--- src/rtl/uma_pkg.sv ---
package uma_pkg;

   localparam int CW = 7;

   localparam int F_CMDSZ   = 10;
   localparam int F_ADDR_LO = 11;
   localparam int F_WR_LO   = 16;
   localparam int F_DUM_LO  = 21;
   localparam int F_RD_LO   = 24;
   localparam int F_DBW_LO  = 6;

   typedef enum logic [2:0] {
      PH_IDLE = 3'd0,
      PH_CMD  = 3'd1,
      PH_ADDR = 3'd2,
      PH_WR   = 3'd3,
      PH_DUM  = 3'd4,
      PH_RD   = 3'd5,
      PH_FIN  = 3'd6
   } phase_t;

   typedef struct packed {
      logic [CW-1:0] n_cmd;
      logic [CW-1:0] n_addr;
      logic [CW-1:0] n_wr;
      logic [CW-1:0] n_dum;
      logic [CW-1:0] n_rd;
   } counts_t;

   function automatic logic [CW-1:0] count_of(phase_t p, counts_t c);
      case (p)
         PH_CMD:  return c.n_cmd;
         PH_ADDR: return c.n_addr;
         PH_WR:   return c.n_wr;
         PH_DUM:  return c.n_dum;
         PH_RD:   return c.n_rd;
         default: return '0;
      endcase
   endfunction

   function automatic phase_t next_phase(phase_t p, counts_t c);
      phase_t r;
      r = PH_FIN;
      for (int k = 5; k >= 1; k--) begin
         if (k > int'(p) && count_of(phase_t'(k), c) != '0) r = phase_t'(k);
      end
      return r;
   endfunction

endpackage

--- src/rtl/uma_seq.sv ---
module uma_seq
   import uma_pkg::*;
(
   input  logic          clk,
   input  logic          rst_n,
   input  logic          start_i,
   input  logic          step_i,
   input  counts_t       cnt_i,
   output phase_t        phase_o,
   output logic [CW-1:0] idx_o,
   output logic          done_o
);

   logic [CW-1:0] last_idx;

   always_comb last_idx = count_of(phase_o, cnt_i) - 1'b1;

   always_ff @(posedge clk or negedge rst_n) begin
      if (!rst_n) begin
         phase_o <= PH_IDLE;
         idx_o   <= '0;
         done_o  <= 1'b0;
      end else begin
         done_o <= 1'b0;
         case (phase_o)
            PH_IDLE: begin
               if (start_i) begin
                  phase_o <= next_phase(PH_IDLE, cnt_i);
                  idx_o   <= '0;
               end
            end
            PH_FIN: begin
               phase_o <= PH_IDLE;
               done_o  <= 1'b1;
            end
            default: begin
               if (step_i) begin
                  if (idx_o == last_idx) begin
                     phase_o <= next_phase(phase_o, cnt_i);
                     idx_o   <= '0;
                  end else begin
                     idx_o <= idx_o + 1'b1;
                  end
               end
            end
         endcase
      end
   end

endmodule

--- src/rtl/uma_payload.sv ---
module uma_payload
   import uma_pkg::*;
#(
   parameter int NWORDS = 4
) (
   input  phase_t               phase_i,
   input  logic [CW-1:0]        idx_i,
   input  logic [31:0]          cfg_i,
   input  logic [31:0]          cmd_i,
   input  logic [31:0]          addr_i,
   input  logic [NWORDS*32-1:0] wdata_i,
   output logic [7:0]           data_o,
   output logic [3:0]           bits_o,
   output logic                 rd_o
);

   localparam int NB = NWORDS * 4;
   localparam int IW = $clog2(NB);

   logic [2:0]    an;
   logic [1:0]    asel;
   logic [IW-1:0] wsel;
   logic [1:0]    sh;
   logic [1:0]    lg;
   logic [CW-1:0] grp;
   logic [2:0]    chunk;
   logic [2:0]    boff;
   logic [7:0]    src;
   logic [7:0]    mask;

   always_comb begin
      an    = cfg_i[F_ADDR_LO +: 3];
      asel  = 2'(an - 3'd1 - idx_i[2:0]);
      if (idx_i >= CW'(NB)) wsel = IW'(NB - 4) | IW'(idx_i[1:0]);
      else                  wsel = idx_i[IW-1:0];
      sh    = cfg_i[F_DBW_LO +: 2];
      lg    = 2'd3 - sh;
      grp   = idx_i >> lg;
      chunk = 3'(idx_i & ((CW'(1) << lg) - CW'(1)));
      boff  = 3'(chunk << sh);
      case (grp)
         CW'(0):  src = cmd_i[15:8];
         CW'(1):  src = cmd_i[23:16];
         default: src = cmd_i[31:24];
      endcase
      case (sh)
         2'd0:    mask = 8'h01;
         2'd1:    mask = 8'h03;
         2'd2:    mask = 8'h0F;
         default: mask = 8'hFF;
      endcase
   end

   always_comb begin
      data_o = '0;
      bits_o = 4'd8;
      rd_o   = 1'b0;
      case (phase_i)
         PH_CMD:  data_o = cmd_i[7:0];
         PH_ADDR: data_o = addr_i[{asel, 3'b000} +: 8];
         PH_WR:   data_o = wdata_i[{wsel, 3'b000} +: 8];
         PH_DUM: begin
            bits_o = 4'd1 << sh;
            data_o = (src >> boff) & mask;
         end
         PH_RD:   rd_o = 1'b1;
         default: data_o = '0;
      endcase
   end

endmodule

--- src/rtl/uma_rdstore.sv ---
module uma_rdstore
   import uma_pkg::*;
#(
   parameter int NWORDS = 4
) (
   input  logic                 clk,
   input  logic                 rst_n,
   input  logic                 we_i,
   input  logic [CW-1:0]        idx_i,
   input  logic [7:0]           byte_i,
   output logic [NWORDS*32-1:0] rdata_o
);

   localparam int NB = NWORDS * 4;

   for (genvar b = 0; b < NB; b++) begin : g_lane
      always_ff @(posedge clk or negedge rst_n) begin
         if (!rst_n)                         rdata_o[b*8 +: 8] <= '0;
         else if (we_i && idx_i == CW'(b))   rdata_o[b*8 +: 8] <= byte_i;
      end
   end

endmodule

--- src/rtl/uma_xact_engine.sv ---
module uma_xact_engine
   import uma_pkg::*;
#(
   parameter int NCS    = 3,
   parameter int DEVW   = 2,
   parameter int NWORDS = 4
) (
   input  logic                 clk,
   input  logic                 rst_n,
   input  logic                 exec_i,
   input  logic [31:0]          cfg_i,
   input  logic [31:0]          cmd_i,
   input  logic [31:0]          addr_i,
   input  logic [NWORDS*32-1:0] wdata_i,
   input  logic                 sw_cs_i,
   input  logic [DEVW-1:0]      dev_i,
   output logic                 xfer_valid_o,
   input  logic                 xfer_ready_i,
   output logic [7:0]           xfer_data_o,
   output logic [3:0]           xfer_bits_o,
   output logic                 xfer_rd_o,
   input  logic [7:0]           xfer_rdata_i,
   output logic [NCS-1:0]       cs_n_o,
   output logic                 busy_o,
   output logic                 done_o,
   output logic                 dev_err_o,
   output logic [NWORDS*32-1:0] rdata_o
);

   localparam int NB = NWORDS * 4;

   if (NCS < 1 || NCS > (1 << DEVW)) begin : g_bad_ncs
      $error("NCS must lie in 1 .. 2**DEVW");
   end
   if (NWORDS < 1 || NB > 64) begin : g_bad_words
      $error("NWORDS out of range");
   end

   phase_t               phase;
   logic [CW-1:0]        idx;
   logic                 start_ok;
   logic                 step;
   logic [31:0]          cfg_q, cmd_q, addr_q, cfg_eff;
   logic [NWORDS*32-1:0] wdata_q;
   logic                 own_q;
   logic [DEVW-1:0]      dev_q;
   logic [2:0]           an;
   counts_t              cnt;

   assign busy_o       = (phase != PH_IDLE);
   assign xfer_valid_o = busy_o && (phase != PH_FIN);
   assign start_ok     = exec_i && !busy_o;
   assign step         = xfer_valid_o && xfer_ready_i;
   assign cfg_eff      = busy_o ? cfg_q : cfg_i;

   always_comb begin
      an         = cfg_eff[F_ADDR_LO +: 3];
      cnt.n_cmd  = CW'(cfg_eff[F_CMDSZ]);
      cnt.n_addr = (an <= 3'd4) ? CW'(an) : '0;
      cnt.n_wr   = CW'(cfg_eff[F_WR_LO +: 5]);
      cnt.n_dum  = CW'(cfg_eff[F_DUM_LO +: 3]) << (2'd3 - cfg_eff[F_DBW_LO +: 2]);
      cnt.n_rd   = CW'(cfg_eff[F_RD_LO +: 5]);
   end

   always_ff @(posedge clk or negedge rst_n) begin
      if (!rst_n) begin
         cfg_q     <= '0;
         cmd_q     <= '0;
         addr_q    <= '0;
         wdata_q   <= '0;
         own_q     <= 1'b0;
         dev_q     <= '0;
         dev_err_o <= 1'b0;
      end else if (start_ok) begin
         cfg_q     <= cfg_i;
         cmd_q     <= cmd_i;
         addr_q    <= addr_i;
         wdata_q   <= wdata_i;
         own_q     <= !sw_cs_i;
         dev_q     <= dev_i;
         dev_err_o <= !sw_cs_i && (int'(dev_i) >= NCS);
      end
   end

   for (genvar c = 0; c < NCS; c++) begin : g_cs
      assign cs_n_o[c] = !(busy_o && own_q && dev_q == DEVW'(c));
   end

   uma_seq u_seq (
      .clk     (clk),
      .rst_n   (rst_n),
      .start_i (start_ok),
      .step_i  (step),
      .cnt_i   (cnt),
      .phase_o (phase),
      .idx_o   (idx),
      .done_o  (done_o)
   );

   uma_payload #(.NWORDS(NWORDS)) u_pay (
      .phase_i (phase),
      .idx_i   (idx),
      .cfg_i   (cfg_q),
      .cmd_i   (cmd_q),
      .addr_i  (addr_q),
      .wdata_i (wdata_q),
      .data_o  (xfer_data_o),
      .bits_o  (xfer_bits_o),
      .rd_o    (xfer_rd_o)
   );

   uma_rdstore #(.NWORDS(NWORDS)) u_rd (
      .clk     (clk),
      .rst_n   (rst_n),
      .we_i    (step && phase == PH_RD && idx < CW'(NB)),
      .idx_i   (idx),
      .byte_i  (xfer_rdata_i),
      .rdata_o (rdata_o)
   );

endmodule

--- config.mk ---
export PLATFORM = sky130hd
export DESIGN_NAME = uma_xact_engine
export DESIGN_NICKNAME = d
export VERILOG_FILES = /design/src/rtl/uma_pkg.sv /design/src/rtl/uma_seq.sv /design/src/rtl/uma_payload.sv /design/src/rtl/uma_rdstore.sv /design/src/rtl/uma_xact_engine.sv
export SDC_FILE = /design/constraint.sdc
export NUM_CORES = 1
export LEC_CHECK = 0
export CAP_MARGIN = 0
export CORE_MARGIN = 5
export CORE_UTILIZATION = 46
export CTS_BUF_LIST = sky130_fd_sc_hd__clkbuf_4 sky130_fd_sc_hd__clkbuf_8 sky130_fd_sc_hd__clkbuf_16
export CTS_CLUSTER_DIAMETER = 30
export DETAILED_ROUTE_END_ITERATION = 10
export GPL_ROUTABILITY_DRIVEN = 0
export PLACE_DENSITY = 0.81
export SLEW_MARGIN = 10
export SYNTH_ARGS = -nofsm -noshare
export SYNTH_HDL_FRONTEND = slang
export SYNTH_SLANG_ARGS = --single-unit
--- constraint.sdc ---
create_clock -name clk -period 3.99 [get_ports clk]
set_input_delay 0.5985 -clock clk [delete_from_list [all_inputs] [get_ports clk]]
set_output_delay 0.5985 -clock clk [all_outputs]
set_load 0.02 [all_outputs]
# --- After elaboration in Yosys (flattened, before gate mapping) ---
# Index checks and enable logic that the tools add are counted.
totals:
  ff_bits: 364
  out_inout_bits: 148
  elab_cells: 193
op_classes:
  n_addsub: 7
  order_cmp: 9
  eq_ne: 29
  shift: 8
  n_mux: 53
  bitwise: 3
  n_reduce_logical: 58
ops:
  columns: ["cell", "count"]
  rows:
  - ["7-bit two-way mux", 28]
  - ["128-bit by 8-bit variable part select with 8-bit output", 1]
  - ["7-bit nonzero test", 10]
  - ["7-bit by 4-bit == test with 1-bit output (second input constant)", 8]
  - ["7-bit case mux with 5 select lines", 1]
  - ["8-bit case mux with 4 select lines", 1]
  - ["32-bit by 6-bit variable part select with 8-bit output", 1]
  - ["1-bit logical AND", 31]
  - ["3-bit two-way mux", 10]
  - ["29-bit two-way mux", 1]
  - ["7-bit by 3-bit == test with 1-bit output (second input constant)", 4]
  - ["8-bit case mux with 3 select lines", 1]
  - ["8-bit case mux with 2 select lines", 1]
  - ["7-bit by 1-bit == test with 1-bit output (second input constant)", 2]
  - ["7-bit by 2-bit == test with 1-bit output (second input constant)", 2]
  - ["7-bit zero test", 2]
  - ["7-bit case mux with 2 select lines", 1]
  - ["3-bit == test (second input constant)", 3]
  - ["3-bit nonzero test", 3]
  - ["8-bit AND", 1]
  - ["2-bit two-way mux", 4]
  - ["4-bit two-way mux", 2]
  - ["8-bit by 3-bit right shift with 8-bit output", 1]
  - ["7-bit by 1-bit adder with 7-bit output (second input constant)", 1]
  - ["34 further kinds", 47]

# --- Depth between registers and ports, before layout ---
# Gate-level depths: netlist of run 1.
depth:
  word_depth: 20
  mapped_depth: 19
  mapped_depth_nobuf: 16

# --- Hierarchy ---
# A second synthesis of run 1 with hierarchy kept.
unflattened:
  hier_cells: 1301
  area_unflattened_um2: 18362.6
modules_own_cells:
  columns: ["module", "instances", "cells_per_inst", "area_each_um2", "seq_area_each_um2"]
  rows:
  - ["uma_xact_engine", 1, 566, 9721.8, 5705.5]
  - ["uma_rdstore", 1, 294, 4981.0, 3203.1]
  - ["uma_payload", 1, 241, 2129.5, 0.0]
  - ["uma_seq", 1, 200, 1530.2, 275.3]

# --- Worst setup path after synthesis of run 1 ---
# OpenSTA, ideal clock, no wires.
synth_timing:
  kind: "register -> register"
  start: "reg u_seq.phase_o[1]"
  end: "reg u_seq.idx_o[2]"
  setup_time_ns: 0.126
  t_arrival_ns: 3.676
  required_ns: 3.864
  slack_ns: 0.188
  path_stages_with_launch: 20
  n_path_buf: 3
  synth_period_minus_slack_ns: 3.802
  path_cell_list: "dfrtp_1 -> clkbuf_1 -> inv_1 -> ha_1 -> clkbuf_1 -> a22oi_1 -> a21oi_1 -> a311o_1 -> and2_1 -> inv_1 -> ha_1 -> clkbuf_1 -> nand2_1 -> nor3_1 -> o21ai_0 -> o211ai_1 -> a32oi_1 -> a311oi_4 -> a21oi_2 -> a221o_1"
synth_between:
  elab_chain_len: 10
  elab_cells_between_ends: 28
synth_rtl:
  columns: ["item", "line", "source"]
  rows:
  - ["start, declared", "uma_seq.sv:9", "output phase_t phase_o,"]
  - ["start signal, assigned", "uma_seq.sv:28", "phase_o <= next_phase(PH_IDLE, cnt_i);"]
  - ["start signal, assigned", "uma_seq.sv:39", "phase_o <= next_phase(phase_o, cnt_i);"]
  - ["3-bit nonzero test", "uma_xact_engine.sv:50", "assign busy_o = (phase != PH_IDLE);"]
  - ["29-bit two-way mux", "uma_xact_engine.sv:54", "assign cfg_eff = busy_o ? cfg_q : cfg_i;"]
  - ["2-bit subtractor or 3-bit <= comparator (tied branches)", "uma_xact_engine.sv:61, uma_xact_engine.sv:59", null]
  - ["3-bit by 2-bit left shift with 7-bit output or 3-bit two-way mux (tied branches)", "uma_xact_engine.sv:61, uma_xact_engine.sv:59", null]
  - ["7-bit case mux with 5 select lines", "uma_pkg.sv:31", "case (p)"]
  - ["7-bit by 1-bit subtractor with 7-bit output", "uma_seq.sv:16", "always_comb last_idx = count_of(phase_o, cnt_i) - 1'b1;"]
  - ["7-bit == test", "uma_seq.sv:38", "if (idx_o == last_idx) begin"]
  - ["7-bit two-way mux", "uma_seq.sv:38", null]
  - ["7-bit two-way mux", "uma_seq.sv:37", "if (step_i) begin"]
  - ["7-bit case mux with 2 select lines", "uma_seq.sv:25", "case (phase_o)"]
  - ["end signal, assigned", "uma_seq.sv:42", "idx_o <= idx_o + 1'b1;"]
  - ["end, declared", "uma_seq.sv:10", "output logic [CW-1:0] idx_o,"]
# Several ways; a longest one is shown, not always the timed one. The select of a mux whose other input is x is not followed.
# A chain may end at the register's enable or synchronous reset.

# --- Worst setup path after layout of run 1 ---
layout_timing:
  start: "reg cfg_q[7]"
  end: "out xfer_data_o[3]"
layout_between:
  elab_chain_len: 8
  elab_cells_between_ends: 16
layout_rtl:
  columns: ["item", "line", "source"]
  rows:
  - ["start, declared", "uma_xact_engine.sv:43", "logic [31:0] cfg_q, cmd_q, addr_q, cfg_eff;"]
  - ["start signal, assigned", "uma_xact_engine.sv:75", "cfg_q <= cfg_i;"]
  - ["2-bit subtractor", "uma_payload.sv:37", "lg = 2'd3 - sh;"]
  - ["1-bit by 2-bit left shift with 3-bit output", "uma_payload.sv:39", "chunk = 3'(idx_i & ((CW'(1) << lg) - CW'(1)));"]
  - ["3-bit by 1-bit subtractor with 3-bit output", "uma_payload.sv:39", null]
  - ["3-bit AND", "uma_payload.sv:39", null]
  - ["3-bit by 2-bit left shift with 3-bit output", "uma_payload.sv:40", "boff = 3'(chunk << sh);"]
  - ["8-bit by 3-bit right shift with 8-bit output", "uma_payload.sv:64", "data_o = (src >> boff) & mask;"]
  - ["8-bit AND *", "uma_payload.sv:64", null]
  - ["8-bit case mux with 4 select lines *", "uma_payload.sv:58", "case (phase_i)"]
  - ["end, declared", "uma_xact_engine.sv:19", "output logic [7:0] xfer_data_o,"]
# Every way passes the cells marked *; elsewhere a longest branch is shown, timed or not.

==> run_results.csv, run 1 <==
group,metric,value,unit
final_layout,multiInputGateArea,7220,um2
sta,hold_viol_final,0,
logic_synthesis,synthCells,1620,
sta,worstMarginPinSlew,0.800,ns
power,ir_worst_vdd,0.000457,V
cts,cts.sinks,354,
cts,clock_latency,0.58,ns
power,power_density,800,nW/um2
sta,max_freq,254,MHz
drt,vias,14100,
logic_synthesis,yosys_warnings,0,
logic_synthesis,yosys.area.top_type,"dfrtp_1",
worst_setup_path,worstPathCellList,"buf_4, nand2_1, ha_1, o32ai_1, buf_4, mux2i_2, a2bb2oi_2, o22ai_1, nand2_1, o211ai_1, clkdlybuf4s15_2",
placed_design,hpwlAfterDp,36100,um
logic_synthesis,synthTopCellsByCount,"694 x nand2_1, 354 x dfrtp_1, 135 x mux2_2, 80 x clkbuf_1, 41 x mux4_2",
global_route,grt_max_degree,153,
logic_synthesis,avgSynthCellArea,10.1,um2
floorplan,die_h,199,um
worst_setup_path,path_class,"reg -> out",
min_path,hp-class,"in -> async",
floorplan,dieArea,39600,um2
sta,setup_viol,0,
run_status,outcome,"finished clean",
drt,route.met2.wl,27100,um
global_route,grt_pass1_wl,82000,um
final_layout,syn2layout_area_growth,43.8,%
drt,m1WireLength,19400,um
drt,drt_pre_antenna_iters,5,
worst_setup_path,cp_data_arrival_time,3.34,ns
global_route,grt_pass1_vias,15000,
worst_setup_path,path_buf_inv,3,
logic_synthesis,syn_nets,1869,
sta,finalCritPeriodShare,98.8,%
worst_setup_path,reg2reg_setup_slack,0.30,ns
power,power_leakage,0.0114,uW
worst_setup_path,cp.required,3.39,ns
logic_synthesis,yosysUniqueCellTypes,73,
placed_design,dp.cells,2396,
run,drv_cap,0,
logic_synthesis,synth-seq-area-share,53.9,%
final_layout,fillerInstances,2515,
logic_synthesis,netlist_top_cells_area,"dfrtp_1 54%, nand2_1 16%, mux2_2 9.3%",
power,p_total,18900,uW
placed_design,port_buffers,373,
logic_synthesis,async_reset_ff_share,100,%
cts,cts_root_buffer,"clkbuf_16",
drt,drcViolationCount,0,
sta,holdWs,0.0247,ns
cts,cts_max_level,3,
drt,ant_nets,0,
drt,wl_per_cell,20.9,um
worst_setup_path,r2r_cells,11,
floorplan,rows,69,
global_route,overflow,0,
cts,path_clk_slew,0.05,ns
final_layout,final_layout_size_suffix_gt1_share,18.7,%
worst_setup_path,start_kind,"flip-flop",
drt,routed.top_layer,"met4",
worst_setup_path,max_stage_delay,0.43,ns
final_layout,final_cells,2543,
sta,setup_tns,0,ns
worst_setup_path,crit_path_max_fanout,15,
logic_synthesis,ys_ff_latch,354,
cts,cts_buffers,77,
cts,cts_buffer_depth,3,
sta,skew,0.0197,ns
worst_setup_path,r2r_end,"u_seq.idx_o[4]$_DFFE_PN0P_",
drt,wl,53100,um
global_route,track_usage,26.5,%
drt,met3_length,3820,um
logic_synthesis,synth_edf_count,0,
global_route,antenna_found_initial,4,
cts,tritoncts,"done",
final_layout,regArea,8860,um2
drt,via_per_inst,5.53,
logic_synthesis,syn_area,16400,um2
logic_synthesis,post-synth-top-count-cell,"nand2_1",
worst_setup_path,slowest_stage,"dfrtp_2",
final_layout,fin_nets,2264,
sta,slew_viol_final,0,
sta,max_slew_margin,46.7,%
floorplan,fp.dieW,199,um
sta,min_period,3.94,ns
worst_setup_path,r2r_start,"u_seq.phase_o[2]$_DFFE_PN0P_",
floorplan,io_pins,387,
drt,initialDrtViolationCount,1054,
worst_setup_path,crit_family,"buffers and inverters",
floorplan,start_util,46.4,%
logic_synthesis,synth_ff_type,"dfrtp_1",
worst_setup_path,crit_path_end_kind,"output port",
logic_synthesis,synth_top_area_share,53.9,%
floorplan,core-area,35400,um2
-- worst reg2reg max path, stage by stage (launching register included) --
cell and delay, ns:
dfrtp_2 0.52, inv_1 0.10, ha_1 0.21, buf_4 0.18, a21oi_1 0.43, nor3_1 0.18, a311oi_2 0.46, a21boi_0 0.15
o21ai_0 0.43, a311oi_4 0.20, a2111oi_1 0.56, a221o_1 0.19
-- through the flow --
stage	area, um2	setup WS (ns)	utilization, %
floorplan	16400	0.188	-
global placement	20700	0.113	58.6
detailed placement	20700	0.0571	58.6
CTS	23600	-0.0837	66.6
global route	23600	-0.0104	66.7
finish	23600	0.0476	66.7
-- area by class of cell --
class,count,area share [%]
Tap cell,461,2.44
Clock inverter,36,2.22
Multi-Input combinational cell,1157,30.6
Clock buffer,104,9.58
Timing Repair Buffer,412,17.4
Antenna cell,6,0.0636
Sequential cell,354,37.5
Inverter,13,0.207
-- report_power, final --
part / total [uW] / switching (uW) / internal [uW]
sequential: 5590 / 803 / 4790
combinational: 6600 / 3610 / 2990
clock: 6720 / 2040 / 4680
-- worst max path at each step --
stage / depth (start not counted) / slack (ns) / end / startpoint
2_1_floorplan: 19 / 0.19 / u_seq.idx_o[2]$_DFFE_PN0P_ / u_seq.phase_o[1]$_DFFE_PN0P_
3_3_place_gp: 15 / 0.11 / u_seq.idx_o[3]$_DFFE_PN0P_ / cfg_i[6]
3_5_place_dp: 15 / 0.06 / u_seq.idx_o[2]$_DFFE_PN0P_ / cfg_i[6]
4_1_cts: 10 / -0.08 / xfer_data_o[0] / cfg_q[7]$_DFFE_PN0P_
5_1_grt: 11 / -0.01 / xfer_data_o[3] / cfg_q[7]$_DFFE_PN0P_
6_report: 11 / 0.05 / xfer_data_o[3] / cfg_q[7]$_DFFE_PN0P_
-- sequential cells by signal, indices dropped and copies added, names as in the netlist --
| name | count |
|---|---|
| u_rd.rdata_o | 128 |
| wdata_q | 128 |
| addr_q | 32 |
| cmd_q | 32 |
| cfg_q | 19 |
| u_seq.idx_o | 7 |
| u_seq.phase_o | 3 |
| dev_q | 2 |
| dev_err_o | 1 |
| own_q | 1 |
| u_seq.done_o | 1 |
-- cells in the final DEF (no fill, tap or decap), types with 5 or more instances in the layout --
cell type	instances
dfrtp_1	349
xnor2_1	9
dfrtp_2	5
nand3_1	12
mux2i_1	31
a32oi_1	6
o211ai_1	6
clkinvlp_4	8
clkbuf_16	81
and2_1	9
mux2_2	135
o21ai_0	21
buf_4	31
diode_2	6
buf_12	6
mux4_2	41
bufinv_16	11
nor2_1	27
nor3_1	23
a22o_1	8
nor2b_1	5
ha_1	8
inv_1	13
clkinv_2	8
a21oi_1	20
a22oi_1	8
clkdlybuf4s50_1	364
and3_1	6
clkbuf_8	10
clkbuf_4	13
nand2_1	693
-- per-layer routing --
layer / track usage [%] / vias up
met5: 0 / -
met4: 13.9 / 0
met3: 5.59 / 156
met2: 45.3 / 686
met1: 31.7 / 6942
li1: - / 6277
-- cell families (layout without fill, tap and decap cells) --
family	count (synthesis)	in the layout	synth area share, %
AOI/OAI and AO/OA	119	119	5.32
xor gates and xnor gates	12	12	0.640
adders and majority gates	10	10	0.761
buffers and inverters	109	565	2.54
DFF	354	354	53.9
muxes	210	210	17.0
other	0	6	0
and+or+nand+nor	806	806	19.8
-- timing repair --
| item | in CTS | in global routing |
|---|---|---|
| buffers inserted | 0 | 1 |
| pin swaps | 1 | 2 |
| endpoints found under the setup margin | 8 | 17 |
| endpoints found under the hold margin | 0 | 0 |
| gates cloned | 0 | 0 |
| hold buffers | 0 | 0 |
| gates resized for setup | 16 | 20 |
No activity file was read; power rests on OpenSTA's default activity.
==> run 2: changes to the inputs <==
--- a/config.mk
+++ b/config.mk
@@ -5,7 +5,6 @@
 export SDC_FILE = /design/constraint.sdc
 export NUM_CORES = 1
 export LEC_CHECK = 0
-export CAP_MARGIN = 0
 export CORE_MARGIN = 5
 export CORE_UTILIZATION = 46
 export CTS_BUF_LIST = sky130_fd_sc_hd__clkbuf_4 sky130_fd_sc_hd__clkbuf_8 sky130_fd_sc_hd__clkbuf_16
==> results of run 2 <==
Final layout, timing and power as in run 1 (identical DEF).
==> run 3: changes to the inputs <==
--- a/config.mk
+++ b/config.mk
@@ -10,7 +10,8 @@
 export CTS_BUF_LIST = sky130_fd_sc_hd__clkbuf_4 sky130_fd_sc_hd__clkbuf_8 sky130_fd_sc_hd__clkbuf_16
 export CTS_CLUSTER_DIAMETER = 30
 export DETAILED_ROUTE_END_ITERATION = 10
-export GPL_ROUTABILITY_DRIVEN = 0
+export GPL_ROUTABILITY_DRIVEN = 1
+export HOLD_SLACK_MARGIN = 0.05
 export PLACE_DENSITY = 0.81
 export SLEW_MARGIN = 10
 export SYNTH_ARGS = -nofsm -noshare
==> results of run 3 <==
Final layout, timing and power as in run 1 (identical DEF).
